===== config.mk =====
export PLATFORM = sky130hd
export DESIGN_NAME = dram_refresh_seq
export DESIGN_NICKNAME = d
export VERILOG_FILES = /design/src/rtl/rfsh_pkg.sv /design/src/rtl/rfsh_strobe_gen.sv /design/src/rtl/rfsh_row_ctr.sv /design/src/rtl/rfsh_sched.sv /design/src/rtl/dram_refresh_seq.sv
export SDC_FILE = /design/constraint.sdc
export NUM_CORES = 1
export LEC_CHECK = 0
export ABC_CLOCK_PERIOD_IN_PS = 4000
export BUFFER_PORTS_ARGS = -buffer_cell sky130_fd_sc_hd__buf_2
export CAP_MARGIN = 20
export CELL_PAD_IN_SITES_DETAIL_PLACEMENT = 1
export CELL_PAD_IN_SITES_GLOBAL_PLACEMENT = 1
export CORE_MARGIN = 2
export CORE_UTILIZATION = 51
export DETAILED_ROUTE_END_ITERATION = 6
export GPL_TIMING_DRIVEN = 0
export PLACE_DENSITY_LB_ADDON = 0.12
export SYNTH_ARGS = -nofsm -noshare
export SYNTH_HDL_FRONTEND = slang
export SYNTH_SLANG_ARGS = --single-unit

===== constraint.sdc =====
create_clock -name clk -period 4 [get_ports clk]
set_clock_uncertainty 0.2 [all_clocks]
set_input_delay 0.4 -clock clk [delete_from_list [all_inputs] [get_ports clk]]
set_output_delay 0.4 -clock clk [all_outputs]
set_load 0.02 [all_outputs]

===== src/rtl/rfsh_pkg.sv =====
package rfsh_pkg;
  typedef enum logic [1:0] {
    SEQ_PAUSE = 2'd0,
    SEQ_WAKE  = 2'd1,
    SEQ_READY = 2'd2
  } seq_st_e;

  typedef enum logic [1:0] {
    PH_IDLE = 2'd0,
    PH_LEAD = 2'd1,
    PH_LOW  = 2'd2,
    PH_PRE  = 2'd3
  } ph_e;

  localparam int WAKE_CYCLES = 8;
endpackage


===== src/rtl/rfsh_strobe_gen.sv =====
module rfsh_strobe_gen
  import rfsh_pkg::*;
#(
  parameter int LEAD_CYC = 1,
  parameter int LOW_CYC  = 6,
  parameter int PRE_CYC  = 4
) (
  input  logic clk,
  input  logic rst_n,
  input  logic start_i,
  input  logic mode_ro_i,
  output logic busy_o,
  output logic done_o,
  output logic mode_o,
  output logic ras_n_o,
  output logic cas_act_o
);
  localparam int MAXC  = (LEAD_CYC > LOW_CYC) ? ((LEAD_CYC > PRE_CYC) ? LEAD_CYC : PRE_CYC)
                                              : ((LOW_CYC > PRE_CYC) ? LOW_CYC : PRE_CYC);
  localparam int CNT_W = $clog2(MAXC + 1);

  ph_e              ph_q, ph_d;
  logic [CNT_W-1:0] cnt_q, cnt_d;
  logic             mode_q, mode_d;

  always_comb begin
    ph_d   = ph_q;
    cnt_d  = cnt_q;
    mode_d = mode_q;
    unique case (ph_q)
      PH_IDLE: if (start_i) begin
        ph_d   = PH_LEAD;
        cnt_d  = '0;
        mode_d = mode_ro_i;
      end
      PH_LEAD: if (cnt_q == CNT_W'(LEAD_CYC - 1)) begin
        ph_d  = PH_LOW;
        cnt_d = '0;
      end else cnt_d = cnt_q + 1'b1;
      PH_LOW: if (cnt_q == CNT_W'(LOW_CYC - 1)) begin
        ph_d  = PH_PRE;
        cnt_d = '0;
      end else cnt_d = cnt_q + 1'b1;
      PH_PRE: if (cnt_q == CNT_W'(PRE_CYC - 1)) begin
        ph_d  = PH_IDLE;
        cnt_d = '0;
      end else cnt_d = cnt_q + 1'b1;
      default: ph_d = PH_IDLE;
    endcase
  end

  always_ff @(posedge clk or negedge rst_n) begin
    if (!rst_n) begin
      ph_q   <= PH_IDLE;
      cnt_q  <= '0;
      mode_q <= 1'b0;
    end else begin
      ph_q   <= ph_d;
      cnt_q  <= cnt_d;
      mode_q <= mode_d;
    end
  end

  assign busy_o    = (ph_q != PH_IDLE);
  assign done_o    = (ph_q == PH_PRE) && (cnt_q == CNT_W'(PRE_CYC - 1));
  assign mode_o    = mode_q;
  assign ras_n_o   = (ph_q != PH_LOW);
  assign cas_act_o = !mode_q && ((ph_q == PH_LEAD) || (ph_q == PH_LOW));
endmodule


===== src/rtl/rfsh_row_ctr.sv =====
module rfsh_row_ctr #(
  parameter int ROW_W = 10
) (
  input  logic             clk,
  input  logic             rst_n,
  input  logic             inc_i,
  output logic [ROW_W-1:0] row_o
);
  logic [ROW_W-1:0] row_q, row_d;

  always_comb begin
    row_d = row_q;
    if (inc_i) row_d = row_q + 1'b1;
  end

  always_ff @(posedge clk or negedge rst_n) begin
    if (!rst_n) row_q <= '0;
    else        row_q <= row_d;
  end

  assign row_o = row_q;
endmodule


===== src/rtl/rfsh_sched.sv =====
module rfsh_sched #(
  parameter int INTERVAL_CYC = 1500,
  parameter int DEADLINE_CYC = 750
) (
  input  logic clk,
  input  logic rst_n,
  input  logic run_i,
  input  logic start_i,
  output logic req_o,
  output logic late_o
);
  localparam int INT_W = $clog2(INTERVAL_CYC + 1);
  localparam int DL_W  = $clog2(DEADLINE_CYC + 1);

  logic [INT_W-1:0] int_q, int_d;
  logic [DL_W-1:0]  dl_q, dl_d;
  logic             pend_q, pend_d;
  logic             wrap;

  always_comb begin
    wrap   = run_i && (int_q == INT_W'(INTERVAL_CYC - 1));
    late_o = run_i && pend_q && !start_i && (dl_q == DL_W'(DEADLINE_CYC - 1));
    int_d  = (!run_i || wrap) ? '0 : int_q + 1'b1;
    dl_d   = (run_i && pend_q && !start_i) ? dl_q + 1'b1 : '0;
    if (!run_i || late_o) pend_d = 1'b0;
    else if (wrap)        pend_d = 1'b1;
    else if (start_i)     pend_d = 1'b0;
    else                  pend_d = pend_q;
  end

  always_ff @(posedge clk or negedge rst_n) begin
    if (!rst_n) begin
      int_q  <= '0;
      dl_q   <= '0;
      pend_q <= 1'b0;
    end else begin
      int_q  <= int_d;
      dl_q   <= dl_d;
      pend_q <= pend_d;
    end
  end

  assign req_o = pend_q;
endmodule


===== src/rtl/dram_refresh_seq.sv =====
module dram_refresh_seq
  import rfsh_pkg::*;
#(
  parameter int CLK_MHZ      = 100,
  parameter int PAUSE_US     = 200,
  parameter int REFRESH_MS   = 16,
  parameter int ROW_W        = 10,
  parameter int MARGIN_CYC   = 62,
  parameter int T_LEAD_NS    = 10,
  parameter int T_LOW_NS     = 60,
  parameter int T_PRE_NS     = 40,
  parameter int PAUSE_CYC    = CLK_MHZ * PAUSE_US,
  parameter int INTERVAL_CYC = (CLK_MHZ * REFRESH_MS * 1000) / (1 << ROW_W) - MARGIN_CYC,
  parameter int DEADLINE_CYC = INTERVAL_CYC / 2,
  parameter int LEAD_CYC     = (T_LEAD_NS * CLK_MHZ + 999) / 1000,
  parameter int LOW_CYC      = (T_LOW_NS * CLK_MHZ + 999) / 1000,
  parameter int PRE_CYC      = (T_PRE_NS * CLK_MHZ + 999) / 1000
) (
  input  logic             clk,
  input  logic             rst_n,
  input  logic             ras_only_i,
  input  logic             gnt_i,
  output logic             req_o,
  output logic             ready_o,
  output logic             overdue_o,
  output logic             own_o,
  output logic             ras_n_o,
  output logic [1:0]       cas_n_o,
  output logic             we_n_o,
  output logic [ROW_W-1:0] addr_o
);
  localparam int PAUSE_W = $clog2(PAUSE_CYC + 1);
  localparam int WAKE_W  = $clog2(WAKE_CYCLES);

  seq_st_e            st_q, st_d;
  logic [PAUSE_W-1:0] pause_q, pause_d;
  logic [WAKE_W-1:0]  wake_q, wake_d;
  logic               overdue_q;
  logic               eng_busy, eng_done, eng_mode, eng_ras_n, cas_act;
  logic               start, late, run;
  logic [ROW_W-1:0]   row;

  assign run   = (st_q == SEQ_READY);
  assign start = !eng_busy && ((st_q == SEQ_WAKE) || (run && req_o && gnt_i));

  always_comb begin
    st_d    = st_q;
    pause_d = pause_q;
    wake_d  = wake_q;
    unique case (st_q)
      SEQ_PAUSE: if (pause_q == PAUSE_W'(PAUSE_CYC - 1)) begin
        st_d   = SEQ_WAKE;
        wake_d = '0;
      end else pause_d = pause_q + 1'b1;
      SEQ_WAKE: if (eng_done) begin
        if (wake_q == WAKE_W'(WAKE_CYCLES - 1)) st_d = SEQ_READY;
        else wake_d = wake_q + 1'b1;
      end
      SEQ_READY: if (late) begin
        st_d   = SEQ_WAKE;
        wake_d = '0;
      end
      default: st_d = SEQ_PAUSE;
    endcase
  end

  always_ff @(posedge clk or negedge rst_n) begin
    if (!rst_n) begin
      st_q      <= SEQ_PAUSE;
      pause_q   <= '0;
      wake_q    <= '0;
      overdue_q <= 1'b0;
    end else begin
      st_q      <= st_d;
      pause_q   <= pause_d;
      wake_q    <= wake_d;
      overdue_q <= late;
    end
  end

  rfsh_strobe_gen #(
    .LEAD_CYC (LEAD_CYC),
    .LOW_CYC  (LOW_CYC),
    .PRE_CYC  (PRE_CYC)
  ) u_strobe (
    .clk       (clk),
    .rst_n     (rst_n),
    .start_i   (start),
    .mode_ro_i (ras_only_i),
    .busy_o    (eng_busy),
    .done_o    (eng_done),
    .mode_o    (eng_mode),
    .ras_n_o   (eng_ras_n),
    .cas_act_o (cas_act)
  );

  rfsh_row_ctr #(.ROW_W(ROW_W)) u_row (
    .clk   (clk),
    .rst_n (rst_n),
    .inc_i (eng_done && eng_mode),
    .row_o (row)
  );

  rfsh_sched #(
    .INTERVAL_CYC (INTERVAL_CYC),
    .DEADLINE_CYC (DEADLINE_CYC)
  ) u_sched (
    .clk     (clk),
    .rst_n   (rst_n),
    .run_i   (run),
    .start_i (start),
    .req_o   (req_o),
    .late_o  (late)
  );

  assign ready_o   = run;
  assign overdue_o = overdue_q;
  assign own_o     = !run || eng_busy;
  assign ras_n_o   = eng_ras_n;
  assign cas_n_o   = {2{~cas_act}};
  assign we_n_o    = 1'b1;
  assign addr_o    = (eng_busy && eng_mode) ? row : '0;
endmodule


# [After elaboration in Yosys (flattened, before gate mapping)]
# Index checks and enable logic that the tools add are counted.
[classes] add_sub_neg=6 eq_ne=21 mux=26 bitwise=2 reduce_logical=30
[op_table] op="2-to-1 mux 3 bit" n=8
[op_table] op="adder 10 x 1 -> 10 bit, second input constant" n=2
[op_table] op="2-to-1 mux 10 bit" n=2
[op_table] op="2-to-1 mux 2 bit" n=8
[op_table] op="adder 15 x 1 -> 15 bit, second input constant" n=1
[op_table] op="== test 15 bit, second input constant" n=1
[op_table] op="one-hot mux 3 bit (4 select lines)" n=1
[op_table] op="adder 11 x 1 -> 11 bit, second input constant" n=1
[op_table] op="== test 11 bit, second input constant" n=1
[op_table] op="2-to-1 mux 11 bit" n=1
[op_table] op="== test 10 bit, second input constant" n=1
[op_table] op="logical AND 1 bit" n=10
[op_table] op="!= test 2 x 1 -> 1 bit, second input constant" n=5
[op_table] op="!= test 2 bit, second input constant" n=5
[op_table] op="one-hot mux 3 bit (3 select lines)" n=1
[op_table] op="one-hot mux 2 bit (4 select lines)" n=1
[op_table] op="AND reduction 4 bit" n=2
[op_table] op="adder 3 x 1 -> 3 bit, second input constant" n=2
[op_table] op="== test 2 bit, second input constant" n=3
[op_table] op="== test 3 bit, second input constant" n=2
[op_table] op="one-hot mux 2 bit (3 select lines)" n=1
[op_table] op="nonzero test 3 bit" n=2
[op_table] op="logical OR 1 bit" n=5
[op_table] op="AND reduction 5 bit" n=1
[op_table] op="other kinds (9)" n=18
[totals] regBits=59 input_bits=4 output_inout_bits=18 word_cells=96

# [Longest topological paths before layout]
# Gate-level depths: netlist of the first run.
[depth] word_depth=10 ltp_mapped=6 ltp_nobuf=6

# [By module]
# A second synthesis of the first run with hierarchy kept.
[hier_totals] hier_cells=297 hier_area_um2=3123.0
[modules_own_cells] module="dram_refresh_seq" n_inst=1 cells_per_inst=112 area_per_inst_um2=1126.1 seq_area_each_um2=525.5
[modules_own_cells] module="rfsh_sched" n_inst=1 cells_per_inst=105 area_per_inst_um2=1087.3 seq_area_each_um2=550.5
[modules_own_cells] module="rfsh_strobe_gen" n_inst=1 cells_per_inst=45 area_per_inst_um2=475.5 seq_area_each_um2=150.1
[modules_own_cells] module="rfsh_row_ctr" n_inst=1 cells_per_inst=35 area_per_inst_um2=434.2 seq_area_each_um2=250.2

# [Least setup slack after synthesis of the first run]
# Ideal clock, no wire load.
[synth_path] path_kind="flip-flop to flip-flop" start="register u_strobe.ph_q[0]" end="register u_strobe.ph_q[1]" setup_time_ns=0.125 t_arrival_ns=1.564 required_ns=3.675 setup_slack_ns=2.111 path_stages_with_launch=7 n_path_buf=0 period_less_slack_ns=1.889 path_cell_list="dfrtp_1 -> inv_1 -> ha_1 -> inv_1 -> or3_1 -> o211a_1 -> mux2_4"
[synth_via] elab_chain_len=5
[synth_lines] element="from (decl)" line="rfsh_strobe_gen.sv:22" text="ph_e ph_q, ph_d;"
[synth_lines] element="from (signal assigned)" line="rfsh_strobe_gen.sv:58" text="ph_q <= ph_d;"
[synth_lines] element="nonzero test 2 bit" line="rfsh_strobe_gen.sv:64" text="assign busy_o = (ph_q != PH_IDLE);"
[synth_lines] element="zero test 1 bit" line="dram_refresh_seq.sv:44" text="assign start = !eng_busy && ((st_q == SEQ_WAKE) || (run && req_o && gnt_i));"
[synth_lines] element="logical AND 1 bit" line="dram_refresh_seq.sv:44"
[synth_lines] element="!= test 2 x 1 -> 1 bit (no source line)"
[synth_lines] element="AND reduction 4 bit (no source line)"
# Parallel ways exist; a longest one is shown, timed or not.
# A chain may end at the register's enable or synchronous reset.

# [Final worst setup path of the first run]
[layout_path] start="register u_strobe.ph_q[0]" end="output port addr_o[2]"
[layout_via] elab_chain_len=3
[layout_lines] element="nonzero test 2 bit" line="rfsh_strobe_gen.sv:64"
[layout_lines] element="logical AND 1 bit" line="dram_refresh_seq.sv:122" text="assign addr_o = (eng_busy && eng_mode) ? row : '0;"
[layout_lines] element="2-to-1 mux 10 bit" line="dram_refresh_seq.sv:122"
[layout_lines] element="to (decl)" line="dram_refresh_seq.sv:30" text="output logic [ROW_W-1:0] addr_o"
# Every way passes these cells.

==> impl_metrics.json, run 1 <==
{
  "place_congestion": 0.777,
  "via_per_inst": 5.48,
  "hpwlAfterDp_um": 4370,
  "finalCritPeriodShare_pct": 63.3,
  "synth_fp_nets": 324,
  "report.final.slew_viol_count": 0,
  "worst_path_largest_cell_delay_ns": 0.46,
  "rows": 28,
  "first_iter_violations": 99,
  "num_vias": 2285,
  "io_pins": 22,
  "die_area_um2": 6650,
  "power_density_nw_per_um2": 373,
  "cp_slowest_cell": "nor2b_1",
  "cts_tree": "built",
  "relSlewSlack_pct": 56.4,
  "worstMarginPinSlew_ns": 0.654,
  "dpl.cell_count": 400,
  "synth-seq-cells": 59,
  "async_flop_share_pct": 100,
  "clockRootBuffer": "clkbuf_8",
  "timing_hold_violations_final": 0,
  "setup_viol": 0,
  "fmax_mhz": 395,
  "ys.flop_type": "dfrtp_1",
  "coreArea_um2": 5850,
  "clockBufferDepth": 2,
  "grt_pass1_vias": 2393,
  "cap_violations": 0,
  "tns_ns": 0,
  "hp-class": "input pin to flop",
  "post_drt_wl_per_cell_um": 15.3,
  "netlist.area_leader.share_pct": 48.1,
  "yosys.area_share.simple_pct": 24.0,
  "stdcell_count": 417,
  "avgSynthCellArea_um2": 10.1,
  "htree_levels": 3,
  "critPathKind": "flop to output port",
  "synth_top_family_by_area": "simple AND/OR/NAND/NOR gates",
  "cts.reportedPaths.clkPinSlew_ns": 0.06,
  "synth_edf_count": 0,
  "ys_seq_area_share_pct": 48.1,
  "required_ns": 3.40,
  "worstSkewPairLatency_ns": 0.34,
  "period_needed_ns": 2.53,
  "rsz0062_at_grt": "no",
  "grt_max_degree": 33,
  "synth_cells": 304,
  "synth.cell_area_um2": 3070,
  "path_cells": "inv_1 -> ha_1 -> nor2b_1 -> and2_1 -> buf_2",
  "antenna_found_initial": 0,
  "antennaDiodeCount": 0,
  "areaGrowthSynthToFinish_pct": 15.7,
  "grt_use_total_pct": 21.2,
  "numCtsBuffers": 9,
  "grt_pass1_wl_um": 10800,
  "ys_top_cells_by_count": "dfrtp_1 (59), nor2_1 (33), xnor2_1 (26), nand2_1 (22), inv_1 (19)",
  "grt-ovfl-total": 0,
  "io_buffers": 20,
  "final_antenna_net_count": 0,
  "yosys.area.top_type": "dfrtp_1",
  "cts_resized": 0,
  "synth_compound_area_share_pct": 4.65,
  "synth.most_common_cell": "dfrtp_1",
  "synth_cell_types": 43,
  "cts.sinks": 59,
  "worst_setup_path_start_kind": "flop",
  "drive_gt1_share_pct": 14.3,
  "synth_xor_xnor_area_share_pct": 11.1,
  "synth.mux.area_fraction_pct": 1.59,
  "ir_worst_vdd_mv": 0.234,
  "drt_first_pass_iters": 4,
  "synth_area_leaders": "dfrtp_1 (48%), xnor2_1 (7.4%), ha_1 (6.5%)",
  "die_x_um": 81.6,
  "cp.arrival_ns": 1.93,
  "endpoint_kind": "output port",
  "critical_path.max_fanout": 10,
  "power.leakage_nw": 1.66,
  "synthAdderAreaFrac_pct": 6.53,
  "status": "finished, final reports clean",
  "fin_nets": 357,
  "yosysWarnings": 0,
  "drc": 0,
  "initial_utilization_pct": 52.4,
  "routed_wl_um": 6380,
  "die_h_um": 81.6
}
[critical path: cells and delay by family (launching register included)]
| kind | cells | cell delay (ns) |
|---|---|---|
| AND/OR/NAND/NOR | 2 | 0.66 |
| flip-flops | 1 | 0.39 |
| buffers and inverters | 2 | 0.24 |
| adder cells (fa/ha/maj) | 1 | 0.30 |
[final timing paths]
path	start	end	slack, ns	cells after the start
max	u_strobe.ph_q[0]$_DFFE_PN0P_	addr_o[2]	1.47	5
min	ras_only_i	u_strobe.mode_o$_DFFE_PN0P_	0.12	2
max reg2reg	u_strobe.cnt_q[0]$_DFFE_PN0N_	wake_q[2]$_DFFE_PN0P_	1.77	6
min reg2reg	pause_q[14]$_DFFE_PN0P_	pause_q[14]$_DFFE_PN0P_	0.27	1
max in group asynchronous	rst_n	overdue_o$_DFF_PN0_	2.59	3
min in group asynchronous	rst_n	u_row.row_o[1]$_DFFE_PN0P_	0.42	2
[metal layers]
metal	vias to the layer above	track usage, %	wire length, µm
met3	12	3.63	161
met2	33	36.6	3170
met1	1137	26.1	2940
met4	0	9.32	109
met5	-	0	0
li1	1103	-	-
[flip-flops by register name, summed over array words and instances, names as in the netlist]
signal / flops
u_strobe.mode_o: 1
u_sched.dl_q: 10
overdue_o: 1
u_sched.req_o: 1
wake_q: 3
u_row.row_o: 10
u_sched.int_q: 11
pause_q: 15
u_strobe.ph_q: 2
u_strobe.cnt_q: 3
st_q: 2
[cell families (layout without fill, tap and decap cells)]
| kind of cell | Yosys count | in the layout |
|---|---|---|
| fa+ha+maj | 16 | 16 |
| compound gates | 21 | 21 |
| mux | 4 | 4 |
| other cells | 1 | 1 |
| flops | 59 | 59 |
| simple gates | 137 | 137 |
| xor+xnor | 39 | 39 |
| buf+inv | 27 | 65 |
[where the power goes]
| group | leakage, nW | total (W) | switching (W) | internal [W] |
|---|---|---|---|---|
| registers | 0.789 | 0.000597 | 0 | 0.000597 |
| logic | 0.747 | 0.0000174 | 0.0000131 | 0.00000429 |
| clock network | 0.128 | 0.000711 | 0.000235 | 0.000477 |
[what timing repair did]
item                                    CTS  global route
endpoints found under the setup margin    0             0
hold buffers                              1             0
buffers inserted                          0             0
endpoints found under the hold margin    27             0
[placed cells by master, fill, tap and decap left out, types with 2 or more instances in the layout]
| cell | Yosys | final |
|---|---|---|
| buf_4 | 2 | 2 |
| o21ai_0 | 5 | 5 |
| nand2_1 | 22 | 22 |
| clkbuf_1 | 3 | 5 |
| inv_1 | 19 | 19 |
| and4b_1 | 4 | 4 |
| mux2_2 | 3 | 3 |
| nor2_1 | 33 | 33 |
| a21oi_1 | 3 | 3 |
| nor4_1 | 6 | 6 |
| xnor2_1 | 26 | 26 |
| nand3_1 | 12 | 12 |
| nor2b_1 | 3 | 3 |
| a31oi_1 | 5 | 5 |
| buf_2 | 2 | 22 |
| xor2_1 | 13 | 13 |
| a22o_1 | 2 | 2 |
| nand2b_1 | 5 | 5 |
| and3_1 | 7 | 7 |
| clkbuf_8 | 0 | 9 |
| or3_1 | 2 | 2 |
| bufinv_16 | 0 | 4 |
| nand4_1 | 12 | 12 |
| ha_1 | 16 | 16 |
| dfrtp_1 | 59 | 59 |
| nor3_1 | 10 | 10 |
| and2_1 | 11 | 11 |
| or2_2 | 2 | 2 |
[layout make-up]
type                            count  area [µm²]
Sequential cell                    59        1480
Multi-Input combinational cell    218        1470
Clock inverter                      5         125
Inverter                           19        71.3
Tap cell                           75        93.8
Fill cell                         672        2300
Clock buffer                       11         131
Buffer                              8        47.5
Timing Repair Buffer               22         130
[per-stage QoR]
| step | area, µm² | setup slack, ns | power (W) | utilization, % | hold slack (ns) |
|---|---|---|---|---|---|
| CTS | 3550 | 1.41 | 0.00134 | 60.7 | 0.117 |
| finish | 3550 | 1.47 | 0.00133 | 60.7 | 0.121 |
| floorplan | 3070 | 2.11 | 0.000609 | - | -0.0956 |
| global placement | 3260 | 1.88 | 0.000623 | 55.8 | 0.251 |
| global route | 3550 | 1.29 | 0.00136 | 60.7 | 0.123 |
| detailed placement | 3280 | 1.80 | 0.000626 | 56.1 | 0.255 |
(Power assumes the default switching activity.)
==> run 2, diff against run 1 <==
ABC_CLOCK_PERIOD_IN_PS = 2430   (was 4000)
CORE_UTILIZATION = 47   (was 51)
clock period = 2.43 ns   (was 4 ns; I/O delays follow)
==> run 2 against run 1 <==
- combinational power grew 75%
- critical path depth is the same
- clock-buffer cell count unchanged
- register-to-register slack worse by 1.5 ns
- hold slack improved by 0.0013 ns
- via count is 1.7% lower
==> impl_metrics.json, run 2 (synthesis gave the netlist of run 1 again) <==
{
  "rr_worst_depth": 6,
  "via_per_inst": 5.35,
  "timing_hold_violations_final": 0,
  "largest_reg_flops": 15,
  "cp_num_cells": 5,
  "tns_ns": 0,
  "reg2reg_to": "wake_q[2]$_DFFE_PN0P_",
  "report.final.slew_viol_count": 0,
  "required_ns": 1.99,
  "dpl.cell_count": 402,
  "worst_setup_path_start_kind": "flop",
  "hpwlAfterDp_um": 4530,
  "areaGrowthSynthToFinish_pct": 13.6,
  "path_delay_family": "simple AND/OR/NAND/NOR gates",
  "grt-ovfl-total": 0,
  "grt_max_degree": 36,
  "cts_tree": "built",
  "status": "finished, final reports clean",
  "numCtsBuffers": 9,
  "rsz0062_at_grt": "no",
  "num_vias": 2246,
  "antenna_found_initial": 0,
  "fmax_mhz": 457,
  "clockBufferDepth": 2,
  "crit_end": "addr_o[6]",
  "fin_nets": 358,
  "hp-class": "input pin to flop",
  "r2r_slack_ns": 0.27,
  "setup_ws_ns": 0.244,
  "critical_path.max_fanout": 10,
  "stdcell_count": 420,
  "largest-register": "pause_q",
  "period_needed_ns": 2.19,
  "preCtsSetupSlack_ns": 0.270,
  "fill_cells": 742,
  "drc": 0,
  "relSlewSlack_pct": 60.8,
  "critPathKind": "flop to output port",
  "antennaDiodeCount": 0,
  "power_density_nw_per_um2": 524,
  "initial_utilization_pct": 48.6,
  "cp.arrival_ns": 1.74,
  "crit_buf_inv": 2,
  "grt_use_total_pct": 19.4,
  "drt_first_pass_iters": 4,
  "place_congestion": 0.745,
  "mostFrequentLayoutCells": "dfrtp_1 (59), nor2_1 (33), xnor2_1 (26), buf_2 (22), nand2_1 (22)",
  "die_x_um": 84.8,
  "io_pins": 22,
  "grt_pass1_wl_um": 11000,
  "grt_pass1_vias": 2361,
  "drive_gt1_share_pct": 15.2,
  "setup_viol": 0,
  "finalCritPeriodShare_pct": 90.0,
  "cts.reportedPaths.clkPinSlew_ns": 0.07,
  "rows": 29,
  "io_buffers": 20,
  "ff_latch_area_um2": 1480,
  "path_cells": "inv_1 -> ha_1 -> nor2b_2 -> and2_1 -> buf_2",
  "worstMarginPinSlew_ns": 0.588,
  "cts.sinks": 59,
  "worst_path_largest_cell_delay_ns": 0.40,
  "multi_input_area_um2": 1480,
  "final_antenna_net_count": 0,
  "htree_levels": 3,
  "first_iter_violations": 76,
  "clockRootBuffer": "clkbuf_8",
  "layout_commonest_cell": "dfrtp_1",
  "crit_start": "u_strobe.ph_q[0]$_DFFE_PN0P_",
  "routed_wl_um": 6300,
  "endpoint_kind": "output port",
  "cap_violations": 0,
  "largestRegisters": "pause_q: 15 flops, u_sched.int_q: 11 flops",
  "ir_worst_vdd_mv": 0.305,
  "r2r-start": "u_strobe.cnt_q[0]$_DFFE_PN0N_",
  "coreArea_um2": 6310,
  "postCtsSetupBuffers": 0,
  "die_area_um2": 7190,
  "die_h_um": 84.8,
  "post_drt_wl_per_cell_um": 15.0,
  "worstSkewPairLatency_ns": 0.34,
  "power.leakage_nw": 1.63,
  "cp_slowest_cell": "dfrtp_1"
}
run 2: tightest hold or removal path, stage by stage:
cell      delay (ns)
buf_2           0.09
a21boi_0        0.12
nand2_1         0.10
nor3_1          0.06
run 2: metrics by stage:
stage	util, %	cell area [µm²]	hold WS [ns]	total power [W]
after floorplan	-	3070	-0.253	0.00100
final	55.2	3490	0.122	0.00183
after detailed placement	52.0	3280	0.0816	0.00103
after global routing	55.2	3490	0.140	0.00189
after global placement	51.7	3260	0.254	0.00103
after CTS	55.2	3480	0.129	0.00185
run 2: per-layer routing:
metal | vias up | track usage, % | routed length, µm
met5 | - | 0 | 0
met1 | 1110 | 23.8 | 2870
met4 | 0 | 8.66 | 113
met2 | 24 | 33.4 | 3160
li1 | 1101 | - | -
met3 | 11 | 3.54 | 157
run 2: power breakdown:
part / switching [W] / internal [W] / total [W] / leakage [nW]
clock network: 0.000395 / 0.000418 / 0.000813 / 0.0949
logic: 0.0000223 / 0.00000813 / 0.0000304 / 0.751
registers: 0 / 0.000982 / 0.000982 / 0.789
run 2: timing repair:
item	4_1_cts	5_1_grt
setup endpoints to repair	0	10
endpoints found under the hold margin	25	0
gates resized for setup	0	1
hold buffers	2	0
run 2: worst min-delay path by stage:
| stage | start | endpoint | slack (ns) | cells after the start |
|---|---|---|---|---|
| 2_1_floorplan | rst_n | overdue_o$_DFF_PN0_ | -0.25 | 0 |
| 3_3_place_gp | u_sched.int_q[0]$_DFF_PN0_ | u_sched.int_q[0]$_DFF_PN0_ | 0.25 | 1 |
| 3_5_place_dp | rst_n | u_row.row_o[1]$_DFFE_PN0P_ | 0.08 | 1 |
| 4_1_cts | gnt_i | overdue_o$_DFF_PN0_ | 0.13 | 4 |
| 5_1_grt | gnt_i | overdue_o$_DFF_PN0_ | 0.14 | 4 |
| 6_report | gnt_i | overdue_o$_DFF_PN0_ | 0.12 | 4 |
run 2: area by class of cell:
type,instances,share of cell area [%]
Buffer,8,1.36
Clock buffer,11,4.34
Clock inverter,5,0.790
Inverter,19,2.05
Multi-Input combinational cell,218,42.3
Sequential cell,59,42.4
Tap cell,77,2.76
Timing Repair Buffer,23,4.02
==> run 3, diff against run 2 <==
ABC_CLOCK_PERIOD_IN_PS = 2700   (was 2430)
CORE_ASPECT_RATIO = 0.8   (was not set)
CORE_UTILIZATION = 51   (was 47)
SKIP_LAST_GASP = 1   (was not set)
clock period = 2.7 ns   (was 2.43 ns; I/O delays follow)
==> run 3 against run 2 <==
- register-to-register slack gained 0.29 ns
- sequential power fell by 10%
- power is 6.3% lower
- routed wire length up 2.0%
- critical path type unchanged
==> impl_metrics.json, run 3 (synthesis gave the netlist of run 1 again) <==
{
  "stdcell_count": 424,
  "rows": 25,
  "largestRegisters": "pause_q: 15 flops, u_sched.int_q: 11 flops",
  "via_per_inst": 5.30,
  "switching_share_pct": 21.8,
  "ir_worst_vdd_mv": 0.381,
  "worst_setup_path_start_kind": "flop",
  "worstMarginPinSlew_ns": 0.689,
  "whs_ns": 0.135,
  "htree_levels": 3,
  "final_antenna_net_count": 0,
  "drive_gt1_share_pct": 14.6,
  "postCtsSetupBuffers": 0,
  "drc": 0,
  "die_area_um2": 6660,
  "coreArea_um2": 5850,
  "grt_pass1_vias": 2291,
  "p_total_w": 0.00171,
  "routed_wl_um": 6430,
  "endpoint_kind": "output port",
  "power_density_nw_per_um2": 488,
  "antenna_found_initial": 0,
  "cp.arrival_ns": 1.91,
  "timing_hold_violations_final": 0,
  "largest-register": "pause_q",
  "post_drt_wl_per_cell_um": 15.2,
  "cts.sinks": 59,
  "p_comb_share_pct": 1.6,
  "hp-class": "input pin to flop",
  "hpwlAfterDp_um": 4670,
  "initial_utilization_pct": 52.4,
  "dpl.cell_count": 406,
  "tns_ns": 0,
  "num_vias": 2248,
  "first_iter_violations": 76,
  "report.final.slew_viol_count": 0,
  "place_area_um2": 3290,
  "io_buffers": 20,
  "fin_nets": 358,
  "mostFrequentLayoutCells": "dfrtp_1 (59), nor2_1 (33), xnor2_1 (26), buf_2 (22), nand2_1 (22)",
  "fill_cells": 670,
  "fin_area_um2": 3500,
  "fmax_mhz": 420,
  "die_h_um": 73.4,
  "drt_first_pass_iters": 4,
  "cap_violations": 0,
  "antennaDiodeCount": 0,
  "cts_tree": "built",
  "grt_pass1_wl_um": 11100,
  "grt_max_degree": 32,
  "setup_viol": 0,
  "cts.reportedPaths.clkPinSlew_ns": 0.07,
  "rsz0062_at_grt": "no",
  "period_needed_ns": 2.38,
  "finalCritPeriodShare_pct": 88.2,
  "clockBufferDepth": 2,
  "critPathKind": "flop to output port",
  "critical_path.max_fanout": 10,
  "switching_power_w": 0.000373,
  "status": "finished, final reports clean",
  "numCtsBuffers": 9,
  "grt-ovfl-total": 0,
  "internal_power_w": 0.00134,
  "largest_reg_flops": 15,
  "grt_use_total_pct": 21.6,
  "pwr-share-clk_pct": 46.7,
  "die_x_um": 90.7,
  "power.leakage_nw": 1.64,
  "layout_commonest_cell": "dfrtp_1",
  "areaGrowthSynthToFinish_pct": 14.2,
  "worstSkewPairLatency_ns": 0.34,
  "place_congestion": 0.781,
  "required_ns": 2.23,
  "clockRootBuffer": "clkbuf_8",
  "pwr-share-seq_pct": 51.7,
  "relSlewSlack_pct": 54.1,
  "io_pins": 22
}
run 3: cell count changes in the layout (fill, tap and decap cells not counted), sizes merged:
cell    previous run  this run
bufinv             0         1
clkinv             4         3
run 3: power by group through the flow:
stage	Sequential, W	Clock [W]	Combinational, W
CTS	0.000884	0.000820	0.0000286
global route	0.000883	0.000862	0.0000319
detailed placement	0.000900	0	0.0000265
finish	0.000884	0.000799	0.0000270
floorplan	0.000901	0	0.00000233
global placement	0.000900	0	0.0000226
run 3: timing repair:
| item | 4_1_cts | 5_1_grt |
|---|---|---|
| hold buffers | 2 | 0 |
| resized for setup | 0 | 0 |
| endpoints found under the hold margin | 29 | 0 |
run 3: metrics by stage:
step / util (%) / setup WS, ns
floorplan: - / 0.811
global placement: 55.9 / 0.570
detailed placement: 56.2 / 0.573
CTS: 59.9 / 0.274
global route: 59.9 / 0.121
finish: 59.9 / 0.318
run 3: path summary, 6_finish.rpt:
kind,start,to,slack (ns),cells past startpoint
min reg2reg,u_sched.int_q[0]$_DFF_PN0_,u_sched.int_q[0]$_DFF_PN0_,0.27,1
max in group asynchronous,rst_n,pause_q[9]$_DFFE_PN0P_,1.40,3
min,gnt_i,overdue_o$_DFF_PN0_,0.13,4
min in group asynchronous,rst_n,u_sched.dl_q[9]$_DFF_PN0_,0.31,2
max reg2reg,u_strobe.cnt_q[0]$_DFFE_PN0N_,wake_q[0]$_DFFE_PN0P_,0.56,6
max,u_strobe.ph_q[1]$_DFFE_PN0P_,addr_o[1],0.32,5
run 3: layout make-up:
cell class / instances / area (µm²) / area share, %
tap: 81 / 101 / 2.89
clock inverter: 5 / 52.6 / 1.50
inverter: 19 / 71.3 / 2.04
clock buffer: 11 / 141 / 4.04
sequential: 59 / 1480 / 42.1
buffer: 8 / 47.5 / 1.36
timing repair buffer: 23 / 140 / 4.00
multi-input combinational: 218 / 1470 / 42.0
run 3: critical path, cell delays in order (launching register included):
cell	delay, ns
dfrtp_1	0.41
inv_1	0.09
ha_1	0.28
nor2b_1	0.42
and2_1	0.20
buf_2	0.16
run 3: per-layer routing:
metal,global-route usage [%],up-vias,share of wire (%)
met3,5.85,11,3.2
met2,34.4,30,47
met5,0,-,0
met4,9.06,0,1.6
met1,28.4,1106,48
li1,-,1101,-
